### src/rtl/mac_pkg.sv
// Package: mac_pkg
// Shared constants and types for the multiply-accumulate unit.
// Assumes nothing beyond a two's-complement datapath.
package mac_pkg;

    // Direction of the accumulate path, chosen at elaboration.
    typedef enum logic {
        ACC_ADD = 1'b0,
        ACC_SUB = 1'b1
    } acc_dir_e;

    // Default operand width and the extra headroom bits above the product.
    localparam int unsigned OPND_W_DEF  = 18;
    localparam int unsigned GUARD_W_DEF = 8;

endpackage

### src/rtl/mac_mult.sv
// Module: mac_mult
// Signed multiplier. Forms a_i * b_i in two's complement and sign-extends
// the full-precision product to the accumulator width.
// Assumes: OUT_W >= A_W + B_W. Purely combinational.
module mac_mult #(
    parameter int unsigned A_W   = 18,
    parameter int unsigned B_W   = 18,
    parameter int unsigned OUT_W = 44
) (
    input  logic signed [A_W-1:0]   a_i,
    input  logic signed [B_W-1:0]   b_i,
    output logic signed [OUT_W-1:0] prod_o
);

    localparam int unsigned PROD_W = A_W + B_W;
    localparam int unsigned EXT_W  = OUT_W - PROD_W;

    logic signed [PROD_W-1:0] prod_full;

    // Full-precision signed product.
    always_comb begin
        prod_full = a_i * b_i;
    end

    // Sign extension up to the accumulator width (no extension when none is needed).
    generate
        if (EXT_W > 0) begin : g_ext
            assign prod_o = {{EXT_W{prod_full[PROD_W-1]}}, prod_full};
        end else begin : g_noext
            assign prod_o = prod_full;
        end
    endgenerate

endmodule

### src/rtl/mac_accum.sv
// Module: mac_accum
// Registered accumulator. On a qualified cycle it either loads the incoming
// product or folds it into the held sum. Whether it adds or subtracts
// depends on DIR, which is fixed at elaboration.
// Assumes: synchronous active-low reset; wraps modulo 2^ACC_W.
module mac_accum
    import mac_pkg::*;
#(
    parameter int unsigned ACC_W = 44,
    parameter acc_dir_e    DIR   = ACC_ADD
) (
    input  logic                    clk,
    input  logic                    rst_n,
    input  logic                    valid_i,
    input  logic                    load_i,
    input  logic signed [ACC_W-1:0] prod_i,
    output logic signed [ACC_W-1:0] acc_o
);

    logic signed [ACC_W-1:0] acc_q;
    logic signed [ACC_W-1:0] fold;

    // Feedback combination, built for the chosen direction.
    generate
        if (DIR == ACC_SUB) begin : g_sub
            always_comb begin
                fold = acc_q - prod_i;
            end
        end else begin : g_add
            always_comb begin
                fold = acc_q + prod_i;
            end
        end
    endgenerate

    // Accumulator register: clear on reset, load or fold on valid, otherwise hold.
    always_ff @(posedge clk) begin
        if (!rst_n) begin
            acc_q <= '0;
        end else if (valid_i) begin
            if (load_i) begin
                acc_q <= prod_i;
            end else begin
                acc_q <= fold;
            end
        end
    end

    assign acc_o = acc_q;

    // a reset edge leaves the register at zero.
    assert_reset_clear_R1: assert property (@(posedge clk)
        !rst_n |=> acc_q == '0);

    // an unqualified cycle changes nothing.
    assert_hold_idle_R2: assert property (@(posedge clk) disable iff (!rst_n)
        !valid_i |=> $stable(acc_q));

    // a qualified load takes the product alone.
    assert_load_product_R3: assert property (@(posedge clk) disable iff (!rst_n)
        (valid_i && load_i) |=> acc_q == $past(prod_i));

    generate
        if (DIR == ACC_SUB) begin : g_chk_sub
            // the subtracting build removes the product from the old sum.
            assert_fold_sub_R5: assert property (@(posedge clk) disable iff (!rst_n)
                (valid_i && !load_i) |=> acc_q == $past(acc_q) - $past(prod_i));
        end else begin : g_chk_add
            // the adding build adds the product to the old sum.
            assert_fold_add_R4: assert property (@(posedge clk) disable iff (!rst_n)
                (valid_i && !load_i) |=> acc_q == $past(acc_q) + $past(prod_i));
        end
    endgenerate

endmodule

### src/rtl/mac_round_sat.sv
// Module: mac_round_sat
// Output conditioning. Drops DROP_W low bits of the accumulator, optionally
// rounding exact halves upward, then checks the result against the signed
// OUT_W range. The flag reports any out-of-range value; SAT_EN selects
// whether such values are clamped or simply truncated.
// Assumes: DROP_W < ACC_W and ACC_W + 1 - DROP_W >= OUT_W. Combinational;
// clk and rst_n only clock the assertions.
module mac_round_sat #(
    parameter int unsigned ACC_W    = 44,
    parameter int unsigned DROP_W   = 16,
    parameter int unsigned OUT_W    = 16,
    parameter bit          ROUND_EN = 1'b1,
    parameter bit          SAT_EN   = 1'b1
) (
    input  logic                    clk,
    input  logic                    rst_n,
    input  logic signed [ACC_W-1:0] acc_i,
    output logic signed [OUT_W-1:0] res_o,
    output logic                    ovf_o
);

    localparam int unsigned EXT_W = ACC_W + 1;
    localparam logic signed [EXT_W-1:0] SMAX = (EXT_W'(1) << (OUT_W - 1)) - EXT_W'(1);
    localparam logic signed [EXT_W-1:0] SMIN = ~SMAX;

    logic signed [EXT_W-1:0] ext;
    logic signed [EXT_W-1:0] scaled;
    logic                    above;
    logic                    below;

    // One extra sign bit so the rounding offset can never wrap.
    assign ext = {acc_i[ACC_W-1], acc_i};

    // Scaling, with or without the half-LSB offset.
    generate
        if (ROUND_EN && (DROP_W > 0)) begin : g_round
            localparam logic signed [EXT_W-1:0] HALF = EXT_W'(1) << (DROP_W - 1);
            logic signed [EXT_W-1:0] biased;
            always_comb begin
                biased = ext + HALF;
                scaled = biased >>> DROP_W;
            end
        end else begin : g_trunc
            always_comb begin
                scaled = ext >>> DROP_W;
            end
        end
    endgenerate

    // Range detection against the signed output limits.
    always_comb begin
        above = scaled > SMAX;
        below = scaled < SMIN;
    end

    assign ovf_o = above | below;

    // Output selection: clamp when saturation is built in, otherwise wrap.
    generate
        if (SAT_EN) begin : g_sat
            always_comb begin
                if (above) begin
                    res_o = SMAX[OUT_W-1:0];
                end else if (below) begin
                    res_o = SMIN[OUT_W-1:0];
                end else begin
                    res_o = scaled[OUT_W-1:0];
                end
            end

            // a raised flag always comes with a clamped result.
            assert_ovf_clamped_R8: assert property (@(posedge clk) disable iff (!rst_n)
                ovf_o |-> (res_o == SMAX[OUT_W-1:0] || res_o == SMIN[OUT_W-1:0]));

            // a positive accumulator never produces a negative result, and vice versa.
            assert_sign_kept_R8: assert property (@(posedge clk) disable iff (!rst_n)
                (acc_i != '0) |-> (res_o == '0 || res_o[OUT_W-1] == acc_i[ACC_W-1]));
        end else begin : g_wrap
            always_comb begin
                res_o = scaled[OUT_W-1:0];
            end
        end
    endgenerate

endmodule

### src/rtl/mac_rs_unit.sv
// Module: mac_rs_unit (top)
// Signed multiply-accumulate unit with a load control and a rounded,
// saturated output. Chain: multiplier -> accumulator register -> output
// conditioning. Results are visible one edge after the qualifying inputs.
// Assumes: synchronous active-low reset; DIR is fixed at elaboration.
module mac_rs_unit
    import mac_pkg::*;
#(
    parameter int unsigned A_W      = OPND_W_DEF,
    parameter int unsigned B_W      = OPND_W_DEF,
    parameter int unsigned GUARD_W  = GUARD_W_DEF,
    parameter acc_dir_e    DIR      = ACC_ADD,
    parameter int unsigned DROP_W   = 16,
    parameter int unsigned OUT_W    = 16,
    parameter bit          ROUND_EN = 1'b1,
    parameter bit          SAT_EN   = 1'b1,
    localparam int unsigned ACC_W   = A_W + B_W + GUARD_W
) (
    input  logic                    clk,
    input  logic                    rst_n,
    input  logic signed [A_W-1:0]   op_a,
    input  logic signed [B_W-1:0]   op_b,
    input  logic                    load,
    input  logic                    valid,
    output logic signed [ACC_W-1:0] acc_raw,
    output logic signed [OUT_W-1:0] res,
    output logic                    ovf
);

    logic signed [ACC_W-1:0] prod_ext;
    logic signed [ACC_W-1:0] acc_q;

    // Product stage.
    mac_mult #(
        .A_W   (A_W),
        .B_W   (B_W),
        .OUT_W (ACC_W)
    ) u_mult (
        .a_i    (op_a),
        .b_i    (op_b),
        .prod_o (prod_ext)
    );

    // Accumulator register.
    mac_accum #(
        .ACC_W (ACC_W),
        .DIR   (DIR)
    ) u_accum (
        .clk     (clk),
        .rst_n   (rst_n),
        .valid_i (valid),
        .load_i  (load),
        .prod_i  (prod_ext),
        .acc_o   (acc_q)
    );

    // Output conditioning.
    mac_round_sat #(
        .ACC_W    (ACC_W),
        .DROP_W   (DROP_W),
        .OUT_W    (OUT_W),
        .ROUND_EN (ROUND_EN),
        .SAT_EN   (SAT_EN)
    ) u_rs (
        .clk   (clk),
        .rst_n (rst_n),
        .acc_i (acc_q),
        .res_o (res),
        .ovf_o (ovf)
    );

    assign acc_raw = acc_q;

    // the outputs are quiet after a reset edge.
    assert_reset_outputs_R1: assert property (@(posedge clk)
        !rst_n |=> (res == '0 && !ovf && acc_raw == '0));

endmodule

### config.mk
export PLATFORM = sky130hd
export DESIGN_NAME = mac_rs_unit
export DESIGN_NICKNAME = d
export VERILOG_FILES = /design/src/rtl/mac_pkg.sv /design/src/rtl/mac_mult.sv /design/src/rtl/mac_accum.sv /design/src/rtl/mac_round_sat.sv /design/src/rtl/mac_rs_unit.sv
export SDC_FILE = /design/constraint.sdc
export NUM_CORES = 1
export LEC_CHECK = 0
export CAP_MARGIN = 15
export CORE_AREA = 2 2 323 165
export CTS_CLUSTER_DIAMETER = 60
export DETAILED_ROUTE_END_ITERATION = 16
export DIE_AREA = 0 0 325 167
export GPL_TIMING_DRIVEN = 0
export PLACE_DENSITY_LB_ADDON = 0.3
export SLEW_MARGIN = 20
export SYNTH_ARGS = -nofsm -noshare
export SYNTH_HDL_FRONTEND = slang
export SYNTH_HIERARCHICAL = 1
export SYNTH_SLANG_ARGS = --single-unit
### constraint.sdc
create_clock -name clk -period 15.1 [get_ports clk]
set_input_delay 3.775 -clock clk [delete_from_list [all_inputs] [get_ports clk]]
set_output_delay 3.775 -clock clk [all_outputs]
set_load 0.005 [all_outputs]
==> results.md <==
- CP arrival: 13.74 ns
- Synthesized-area fraction occupied by adder cells: 0.467
- Startpoint Class: input pin
- Ratio of cells with drive above 1 in the final layout: 0.0310
- Initial standard-cell utilization of the core: 0.346
- Slowest stage delay, CP: 0.75 ns
- Area added between synthesis and finish: 11.0%
- Post-synthesis sequential element count: 44
- Crit path time final: 13.54 ns
- Number of rows created at floorplan: 59
- Synth Area in Simple Gates: 0.194
- Cell with the most instances after synthesis: sky130_fd_sc_hd__inv_1
- CTS max path bufs: 2
- Wire length per cell: 19.6 um
- Pre-Repair DR Iteration Count: 7
- DR vias: 15226
- Number of flip-flops in the largest register: 44
- Post-DRT Antenna Nets: 0
- Critical setup path kind: input pin to flop
- X dimension of the die: 325 um
- # fillers: 5284
- Final worst path period share: 0.897
- Die ar.: 54300 um^2
- Vias in the first global route: 15788
- Register area share after synthesis: 0.0495
- Library cell occupying the most area in the post-synthesis netlist: sky130_fd_sc_hd__fa_1
- Via-to-Cell Ratio: 5.20
- Htree depth: 2
- Hold-fix buffers at CTS: 0
- Number of antenna violations at the first check in global routing: 1
- Final clock skew: 0.00749 ns
- Post-synthesis area per instance: 8.36 um^2
- Root Driver: sky130_fd_sc_hd__clkbuf_16
- Post-synthesis instance total: 2129
- GRT Overall Usage: 0.219
- # DRC: 0
- Post-detailed-routing wire length: 57.6 mm
- Run status: complete, no violations
- Clock latency at the later pin of the worst-skew pair: 0.31 ns
- Number of maximum-capacitance violations: 0
- Final weighted congestion in routability-driven placement: 0.953
- Largest family of logic cells by synthesized area: adder cells
- Min-delay worst type: flop to flop
- Cell area after technology mapping: 17800 um^2
- Num Clock Sinks: 44
- Post-CTS Repair Setup Buffers: 0
- Diodes inserted: 0
- Max-Slew Margin vs Limit: 0.394
- Share of Yosys cell area claimed by the top area cell type: 0.371
- Most common cell type on the critical path: sky130_fd_sc_hd__inv_1
- Synth warnings: 6
- Number of instances resized during post-cts repair: 0
- Number of top-level design ports: 101
- TritonCTS clock tree: built
- Clk pin slew, worst setup/hold paths: 0.07 ns
- IO Port Bufs: 92
- Aggregate negative setup slack: 0 ns
- Area of the multi-input gates: 14900 um^2
- Most area-consuming cells after synthesis: sky130_fd_sc_hd__fa_1 (37%), sky130_fd_sc_hd__ha_1 (9.6%), sky130_fd_sc_hd__inv_1 (8.9%)
- Max-slew violations: 0
- Mux contribution to synthesized area: 0.00464
- Ys async rst share: 0
- Global-route congestion overflow total: 0
- Drt initial violations: 1377
- Maximum fanout encountered on the critical timing path: 10
- Number of buffers inserted during clock tree synthesis: 5
- Core box area: 51500 um^2
- Vertical extent of the die: 167 um
- Synth Area in XOR/XNOR: 0.0423
- Timing-limited maximum frequency: 73.8 MHz
- Max stage delay cell, worst path: sky130_fd_sc_hd__clkdlybuf4s50_1
- Crit. End Element: flop
- Net count of the mapped netlist: 2636
- Count of endpoints failing hold in the final timing report: 0
- Count of different cell masters after synthesis: 93
- Slew of the pin with the lowest slew margin: 0.909 ns
- Setup violators final: 0
- WP data required: 15.30 ns
- Detailed placer's ending HPWL: 49.7 mm
- First-pass GRT wire length: 92.3 mm
- Pin count of the biggest net entering global routing: 14
- NumNets Final: 2735
- Number of synthesized flops with an enable pin: 0
- Setup repair after global routing missed its margin: no
- Complex-gate fraction of the synthesized area: 0.130
- Flip-flop cell with the highest count after synthesis: sky130_fd_sc_hd__dfxtp_1
- Sequential cell area in the final layout: 881 um^2
- Most frequent cells after synthesis: sky130_fd_sc_hd__inv_1 (420), sky130_fd_sc_hd__fa_1 (330), sky130_fd_sc_hd__nand2_1 (275)
through the flow:
step	instances	util	hold slack, ns	worst slack [ns]	area, um^2
finish	2930	0.384	0.520	1.56	19800
global route	2930	0.384	0.543	0.808	19800
CTS	2930	0.384	0.525	1.51	19800
detailed placement	2922	0.381	0.516	1.22	19600
global placement	2922	0.381	0.501	1.06	19600
floorplan	2129	-	0.492	3.41	17800
metal layers:
metal	GRT usage	wire length (um)	up-vias
met5	0	0	-
met4	0.0169	301	0
met3	0.0612	6090	31
met2	0.302	22400	602
met1	0.346	28800	7643
li1	-	-	6950
worst paths after layout:
path / slack, ns / to / start / cells past startpoint
setup / recovery: 1.56 / u_accum/acc_o[39] / op_b[2] / 37
setup reg to reg: 11.48 / u_accum/acc_o[42] / u_accum/acc_o[0] / 12
hold reg to reg: 0.52 / u_accum/acc_o[0] / u_accum/acc_o[0] / 2
hold / removal: 0.52 / u_accum/acc_o[0] / u_accum/acc_o[0] / 2
area by class of cell:
class | instances | share of cell area
tap | 701 | 0.0444
timing repair buffer | 92 | 0.0466
clock inverter | 2 | 0.000506
sequential | 44 | 0.0446
inverter | 421 | 0.0800
clock buffer | 6 | 0.00703
multi-input combinational | 1571 | 0.755
buffer | 93 | 0.0215
logic make-up after synthesis:
logic type	Yosys count
flops	44
buf+inv	514
mux	8
simple gates	679
fa+ha+maj	467
xor+xnor	86
compound gates	331
cell usage in the layout (no fill, tap or decap), drive strengths merged, types with 44 or more instances in the layout:
master | netlist | layout
inv | 420 | 420
fa | 330 | 330
nand2 | 275 | 275
and2 | 168 | 168
ha | 137 | 137
clkdlybuf4s50 | 0 | 92
a21oi | 88 | 88
clkbuf | 72 | 78
nor2 | 70 | 70
xnor2 | 66 | 66
o21ai | 65 | 65
dfxtp | 44 | 44
critical path, delay by kind of cell:
kind / cells / cell delay [ns]
adders and majority gates: 8 / 3.98
and+or+nand+nor: 3 / 0.41
xor gates and xnor gates: 2 / 0.47
AOI/OAI and AO/OA: 14 / 2.81
buffers and inverters: 10 / 2.25
Power is left out: the tool's default activity adds up to more than one toggle a clock period on the data nets, which glitch-free logic cannot reach.
